**config.mk**
```make
export PLATFORM = sky130hd
export DESIGN_NAME = irq_resolver
export DESIGN_NICKNAME = d
export VERILOG_FILES = /design/src/rtl/irq_pkg.sv /design/src/rtl/irq_level_regs.sv /design/src/rtl/irq_min_select.sv /design/src/rtl/irq_resolver.sv
export SDC_FILE = /design/constraint.sdc
export NUM_CORES = 1
export LEC_CHECK = 0
export ABC_AREA = 1
export BUFFER_PORTS_ARGS = -buffer_cell sky130_fd_sc_hd__buf_2
export CORE_ASPECT_RATIO = 1.75
export CORE_UTILIZATION = 30
export DETAILED_ROUTE_END_ITERATION = 10
export GPL_ROUTABILITY_DRIVEN = 0
export PLACE_DENSITY = 0.55
export SYNTH_ARGS = -nofsm -noshare
export SYNTH_HDL_FRONTEND = slang
export SYNTH_SLANG_ARGS = --single-unit
```
**constraint.sdc**
```tcl
create_clock -name clk -period 18.67 [get_ports clk]
set_input_delay 3.734 -clock clk [delete_from_list [all_inputs] [get_ports clk]]
set_output_delay 3.734 -clock clk [all_outputs]
set_load 0.05 [all_outputs]
```
**src/rtl/irq_pkg.sv**
```systemverilog
package irq_pkg;

    localparam int LVL_W     = 5;
    localparam int NUM_W     = 6;
    localparam int VEC_W     = 10;
    localparam logic [LVL_W-1:0] LVL_OFF  = 5'd31;
    localparam logic [LVL_W-1:0] NMI_LVL  = 5'd15;
    localparam logic [NUM_W-1:0] NMI_NUM  = 6'd15;
    localparam int FIRST_NUM = 16;
    localparam logic [VEC_W-1:0] VEC_TOP  = 10'h3FC;

    typedef struct packed {
        logic             vld;
        logic [LVL_W-1:0] lvl;
        logic [NUM_W-1:0] num;
    } cand_t;

    localparam cand_t CAND_NONE = '{vld: 1'b0, lvl: LVL_OFF, num: '0};

    // true when candidate a outranks b (a earlier in scan order on ties)
    function automatic logic outranks(cand_t a, cand_t b);
        return a.vld && (!b.vld || (a.lvl < b.lvl));
    endfunction

    function automatic logic [VEC_W-1:0] vec_offset(logic [NUM_W-1:0] n);
        return VEC_TOP - {2'b00, n, 2'b00};
    endfunction

endpackage

```
**src/rtl/irq_level_regs.sv**
```systemverilog
module irq_level_regs
    import irq_pkg::*;
#(
    parameter int N_SRC = 12,
    localparam int IDX_W = (N_SRC > 1) ? $clog2(N_SRC) : 1
) (
    input  logic                        clk,
    input  logic                        rst,
    input  logic                        wr_en,
    input  logic [IDX_W-1:0]            wr_idx,
    input  logic [LVL_W-1:0]            wr_data,
    output logic [N_SRC-1:0][LVL_W-1:0] levels
);

    for (genvar k = 0; k < N_SRC; k++) begin : g_reg
        always_ff @(posedge clk) begin
            if (rst) begin
                levels[k] <= LVL_OFF;
            end else if (wr_en && (wr_idx == IDX_W'(k))) begin
                levels[k] <= wr_data;
            end
        end
    end

    logic live_q;
    always_ff @(posedge clk) begin
        if (rst) live_q <= 1'b0;
        else     live_q <= 1'b1;
    end

    assert_oob_ignored_R10: assert property (@(posedge clk) disable iff (rst || !live_q)
        $past(wr_en && (32'(wr_idx) >= N_SRC)) |-> (levels == $past(levels)));

endmodule

```
**src/rtl/irq_min_select.sv**
```systemverilog
module irq_min_select
    import irq_pkg::*;
#(
    parameter int N_SRC = 12
) (
    input  logic              clk,
    input  logic              rst,
    input  cand_t [N_SRC-1:0] cands,
    output cand_t             winner
);

    always_comb begin
        winner = CAND_NONE;
        for (int k = 0; k < N_SRC; k++) begin
            if (outranks(cands[k], winner)) winner = cands[k];
        end
    end

    for (genvar k = 0; k < N_SRC; k++) begin : g_chk
        assert_lowest_level_R3: assert property (@(posedge clk) disable iff (rst)
            cands[k].vld |-> (winner.vld && winner.lvl <= cands[k].lvl));
        assert_tie_smallest_R4: assert property (@(posedge clk) disable iff (rst)
            (cands[k].vld && winner.lvl == cands[k].lvl) |-> (winner.num <= cands[k].num));
    end

endmodule

```
**src/rtl/irq_resolver.sv**
```systemverilog
module irq_resolver
    import irq_pkg::*;
#(
    parameter int N_SRC = 12,
    localparam int IDX_W = (N_SRC > 1) ? $clog2(N_SRC) : 1
) (
    input  logic               clk,
    input  logic               rst,
    input  logic               nmi_req,
    input  logic [N_SRC-1:0]   irq_req,
    input  logic               lvl_wr_en,
    input  logic [IDX_W-1:0]   lvl_wr_idx,
    input  logic [LVL_W-1:0]   lvl_wr_data,
    output logic               int_valid,
    output logic [LVL_W-1:0]   int_level,
    output logic [NUM_W-1:0]   int_num,
    output logic [VEC_W-1:0]   int_vec_off
);

    logic [N_SRC-1:0][LVL_W-1:0] levels;
    cand_t [N_SRC-1:0]           cands;
    cand_t                       mask_win;
    cand_t                       final_win;
    logic [N_SRC-1:0]            eligible;

    irq_level_regs #(.N_SRC(N_SRC)) u_regs (
        .clk     (clk),
        .rst     (rst),
        .wr_en   (lvl_wr_en),
        .wr_idx  (lvl_wr_idx),
        .wr_data (lvl_wr_data),
        .levels  (levels)
    );

    for (genvar k = 0; k < N_SRC; k++) begin : g_cand
        assign eligible[k]  = irq_req[k] && (levels[k] != LVL_OFF);
        assign cands[k].vld = eligible[k];
        assign cands[k].lvl = levels[k];
        assign cands[k].num = NUM_W'(FIRST_NUM + k);
    end

    irq_min_select #(.N_SRC(N_SRC)) u_sel (
        .clk    (clk),
        .rst    (rst),
        .cands  (cands),
        .winner (mask_win)
    );

    always_comb begin
        if (nmi_req) final_win = '{vld: 1'b1, lvl: NMI_LVL, num: NMI_NUM};
        else         final_win = mask_win;
    end

    always_ff @(posedge clk) begin
        if (rst) begin
            int_valid   <= 1'b0;
            int_level   <= LVL_OFF;
            int_num     <= '0;
            int_vec_off <= '0;
        end else begin
            int_valid   <= final_win.vld;
            int_level   <= final_win.vld ? final_win.lvl : LVL_OFF;
            int_num     <= final_win.vld ? final_win.num : '0;
            int_vec_off <= final_win.vld ? vec_offset(final_win.num) : '0;
        end
    end

    logic live_q;
    always_ff @(posedge clk) begin
        if (rst) live_q <= 1'b0;
        else     live_q <= 1'b1;
    end

    assert_nmi_wins_R1: assert property (@(posedge clk) disable iff (rst || !live_q)
        $past(nmi_req) |-> (int_valid && int_num == NMI_NUM && int_level == NMI_LVL));

    assert_no_off_level_R2: assert property (@(posedge clk) disable iff (rst)
        int_valid |-> (int_level != LVL_OFF));

    assert_idle_outputs_R8: assert property (@(posedge clk) disable iff (rst || !live_q)
        (!$past(nmi_req) && !$past(|eligible)) |->
            (!int_valid && int_level == LVL_OFF && int_num == '0 && int_vec_off == '0));

endmodule

```
* Word-level counts from Yosys, hierarchy flattened
Index checks and enable logic that the tools add are counted.
Operators by class: magnitude comparators 11, bitwise logic cells 1, reduce and logical (&&, ||, !) cells 60, add/subtract/negate cells 1, eq/ne operators 23, muxes and demuxes 13
Operators by type and width (count):
- $mux 12 | 13
- $ne 5x5->1 const B | 12
- $lt 5x5->1 | 11
- $logic_and 1x1->1 | 35
- $eq 4x3->1 const B | 4
- $eq 4x4->1 const B | 4
- $logic_not 1->1 | 11
- $logic_or 1x1->1 | 11
- $sub 3x9->10 const A | 1
- $eq 4x2->1 const B | 2
- $eq 4x1->1 const B | 1
- $logic_not 4->1 | 1
- $reduce_or 3->1 | 1
- $reduce_or 2->1 | 1
- $not 1->1 | 1
Storage, ports and cells: output and inout bits 22, register bits after elaboration 82, input port bits 25, logic and storage cells 126

* Depth between registers and ports, before layout
word-level depth 50, depth in mapped cells 116, mapped depth without buffers 110

* By module
Synthesis repeated with hierarchy kept, for this count alone.
Second synthesis, totals: cell total of the unflattened synthesis 1025, area, all modules 6274.8 µm²
Modules (own cells, without submodules):
- irq_min_select | seq. area each 0.0 µm², times used 1, area an instance 3161.8 µm², cells an instance 608
- irq_level_regs | seq. area each 1201.2 µm², times used 1, area an instance 2289.7 µm², cells an instance 295
- irq_resolver | seq. area each 380.4 µm², times used 1, area an instance 823.3 µm², cells an instance 122

* Least setup slack after synthesis
OpenSTA, ideal clock, no wires.
path kind input port to flip-flop, from input port irq_req[0], to register int_level[0], setup slack 3.143 ns, cell stages on the path 100, required time 18.541 ns, data arrival time 15.398 ns, path buffers 6, setup time 0.129 ns, cells stage by stage nand2_1 nor2_1 ha_1 o211ai_1 a21oi_1 nand2_1 nand2_2 nand2_4 nand2_4 o21ai_0 ha_1 inv_1 o21bai_1 nand2_1 nand3_2 nand2_4 nand2_2 buf_12 (+64 left out) nor2_1 a211oi_1 nand2_1 nand2_2 nand2_2 buf_4 nand2_1 o21a_1 inv_1 ha_1 a21oi_1 nor2_1 a211oi_1 nand2_2 nand2_4 nand2_8 nand3_1 nand3_1
Between the ends: cells in the longest elaborated chain, start to end 49, elaborated cells on any way between the ends 60, those cells by class order compare: 11; mux: 13; bitwise: 1; reduce/logical: 35
Ends and longest elaborated chain:
- start, declared | line irq_resolver.sv:10 | input logic [N_SRC-1:0] irq_req,
- $logic_and 1x1->1 * | line irq_resolver.sv:36 | assign eligible[k] = irq_req[k] && (levels[k] != LVL_OFF);
- $mux 12 * | line irq_min_select.sv:15 | if (outranks(cands[k], winner)) winner = cands[k];
- $lt 5x5->1 or $logic_not 1->1 (tied branches) | line irq_pkg.sv:22 | return a.vld && (!b.vld || (a.lvl < b.lvl));
- $logic_or 1x1->1 | line irq_pkg.sv:22
- $logic_and 1x1->1 | line irq_pkg.sv:22
- $mux 12 * | line irq_min_select.sv:15
- $lt 5x5->1 or $logic_not 1->1 (tied branches) | line irq_pkg.sv:22
- $logic_or 1x1->1 | line irq_pkg.sv:22
- (+33 left out)
- $mux 12 * | line irq_min_select.sv:15
- $lt 5x5->1 or $logic_not 1->1 (tied branches) | line irq_pkg.sv:22
- $logic_or 1x1->1 | line irq_pkg.sv:22
- $logic_and 1x1->1 | line irq_pkg.sv:22
- $mux 12 * | line irq_min_select.sv:15
- $mux 12 | line irq_resolver.sv:50 | if (nmi_req) final_win = '{vld: 1'b1, lvl: NMI_LVL, num: NMI_NUM};
- $not 1->1 (no source line)
- $reduce_or 3->1 (no source line)
- end signal, assigned | line irq_resolver.sv:62 | int_level <= final_win.vld ? final_win.lvl : LVL_OFF;
- end, declared | line irq_resolver.sv:15 | output logic [LVL_W-1:0] int_level,
Mark *: on every way between the ends. The rest lies on a longest branch, timed or not. A chain may end at the register's enable or synchronous reset.

* Worst setup path in the final report
Ends and elaborated chain as after synthesis.

==> qor.txt <==
Pwr Density: 80.3 nW/µm²
peak supply drop: 42.8 µV
DP Wirelength: 12000 µm
Syn. warnings: 0
Final Power: 0.000497 W
DRT Wirelength: 15200 µm
most frequent CP cell: nand2_1
Cells after Synth: 829
share of the synthesized area in the top cell type: 0.279
Lkg Pwr: 3.29 nW
launch point of the worst path: irq_req[0]
Crit path arrival time: 17.16 ns
hold_sp: u_regs.levels[0]
Tcrit/Tclk final: 0.908
register clock-pin slew on the reported worst setup and hold paths: 0.06 ns
Worst-Margin Slew: 0.673 ns
post-synthesis mux area share: 0
status: completed
worst hold path type: flop to flop
row cnt: 65
hold buffers post-CTS: 0
Hold Path Cell Cnt: 2
CTS resizes: 0
post-synthesis async set-or-reset flop share: 0
ANT nets after route: 0
Pre-Repair DR Iteration Count: 4
H-Tree Depth: 3
ANT cells: 0
WL/cell: 13.8 µm
CP max stage cell: o21ai_0
Synth Cell Area: 5530 µm²
layout cells sized above 1: 0.180
largest family of logic cells by synthesized area: simple AND/OR/NAND/NOR gates
sequential-to-total area share from yosys stat: 0.279
Post-synth top flop: dfxtp_1
IO Count: 47
RR Endpoint: int_level[0]
Post-synth EDFFs: 0
Crit. End Element: flop
vias per cell: 4.76
Final setup viols: 0
via count: 5237
clk_lat worst skew: 0.35 ns
Crit path required time: 18.89 ns
top post-synthesis cells by area: dfxtp_1, nand2_1, nand3_1
Fmax: 59.0 MHz
Clock Sinks: 77
startpoint types: input pin
first-pass GRT wire length: 25300 µm
Max-cap violations: 0
CORE AREA: 18100 µm²
source of the worst register-to-register timing path: u_regs.levels[3]
GRT overflow: 0
top-count cell post-synth: nand2_1
complex-gate fraction of the synthesized area: 0.121
Fin. Hold Viols: 0
Worst R2R Path Depth: 95
Die Ht: 182 µm
die width: 105 µm
post-CTS setup buffer count: 0
Synth Area in XOR/XNOR: 0
crit-path max FO: 12
initial antenna violation count: 0
slack of the worst reg-to-reg path: 4.64 ns
clock tree from TritonCTS: done
Area Growth Syn to Fin: 12.0%
Synth cell types: 35
Root Buffer: clkbuf_16
unrepaired setup endpoints after global routing: false
Starting DRT DRC Count: 266
PortBufs: 43
post-synthesis adder-cell area fraction: 0.0634
critical path class: input pin to flop
relative slew slack: 0.549
Clock Path Buffers: 2
DRC viols: 0
Initial Utilization: 0.306
Yosys top cell by area: dfxtp_1
Worst Hold End: u_regs.levels[0]
NumNets Final: 916
Final Max Slew Viols: 0
register bit total from synthesis: 77
GRT Resource Usage Total: 0.170
setup TNS after final layout: 0 ns
largest net degree at the start of global routing: 59
Final min period: 16.95 ns
max incr delay on CP: 0.36 ns
die area: 19000 µm²
post-layout util: 0.343
synth cell count leaders: nand2_1, inv_1, nand3_1, dfxtp_1, nor2_1
total CTS buffers: 9
vias in the first global route: 5114
Worst Skew: 0.00630 ns
syn avg cell area: 6.67 µm²
Simple-Gate Fraction of Synth Area: 0.420
layer usage:
metal	up-vias	wire length, µm	GRT usage
met5	-	0	0
met1	2362	5780	0.170
met3	28	489	0.0280
met2	102	8480	0.340
met4	0	410	0.0637
li1	2745	-	-
critical path: cells and delay by family:
kind,cells,cell delay [ns]
simple gates,52,4.91
compound gates,23,4.68
buf+inv,7,0.51
fa+ha+maj,11,3.35
power by group:
part | switching (W) | internal (W)
Clock | 0.0000705 | 0.000110
Sequential | 0.00000398 | 0.000171
Combinational | 0.0000975 | 0.0000443
how the worst max path moves through the flow:
stage                    to  slack (ns)  cells after the start
6_report       int_level[0]        1.72                     93
5_1_grt        int_level[0]        0.34                     93
4_1_cts        int_level[0]        1.56                     93
3_5_place_dp   int_level[0]        1.24                     93
3_3_place_gp   int_level[0]        1.33                     93
2_1_floorplan  int_level[0]        3.14                    100
placed cells by master (no fill, tap or decap), types with 3 or more instances in the layout:
cell / synthesis / final
inv_1: 116 / 116
inv_2: 4 / 4
o21ai_0: 27 / 27
nand2_1: 208 / 208
o21ai_1: 4 / 4
o21a_1: 12 / 12
conb_1: 1 / 3
nand2_4: 17 / 17
a21oi_1: 12 / 12
buf_2: 2 / 43
nor3_1: 5 / 5
nand2_2: 49 / 49
clkbuf_16: 0 / 9
nand4_1: 5 / 5
dfxtp_1: 77 / 77
nand3_1: 113 / 113
ha_1: 28 / 28
o211ai_1: 29 / 29
o21bai_1: 12 / 12
a211oi_1: 4 / 4
nand3_2: 16 / 16
nor2_1: 51 / 51
nor2_2: 7 / 7
sequential cells by signal (all words and copies together) (netlist names):
| register | count |
|---|---|
| u_regs.levels | 60 |
| int_valid | 1 |
| int_vec_off | 6 |
| int_level | 5 |
| int_num | 5 |
cell families (layout without fill, tap and decap cells):
logic type / after synthesis / after routing
other: 1 / 3
flip-flops: 77 / 77
AND/OR/NAND/NOR: 473 / 473
adder cells (fa/ha/maj): 28 / 28
AO/OA/AOI/OAI: 103 / 103
buffers and inverters: 147 / 183
metrics by stage:
stage	cell area [µm²]	hold WS, ns	instances	worst slack (ns)
floorplan	5540	0.442	831	3.14
global placement	5890	0.489	1086	1.33
detailed placement	5890	0.498	1086	1.24
CTS	6190	0.506	1101	1.56
global route	6190	0.534	1101	0.340
finish	6190	0.503	1101	1.72
final cells by class:
class / count / area (µm²)
clock buffers: 11 / 253
clock inverters: 4 / 47.5
fillers: 2026 / 11900
inverters: 124 / 479
multi-input cells: 607 / 3360
flip-flops and latches: 77 / 1540
well taps: 234 / 293
repair buffers: 44 / 223
Note: power is estimated with default switching activity, not from simulation.
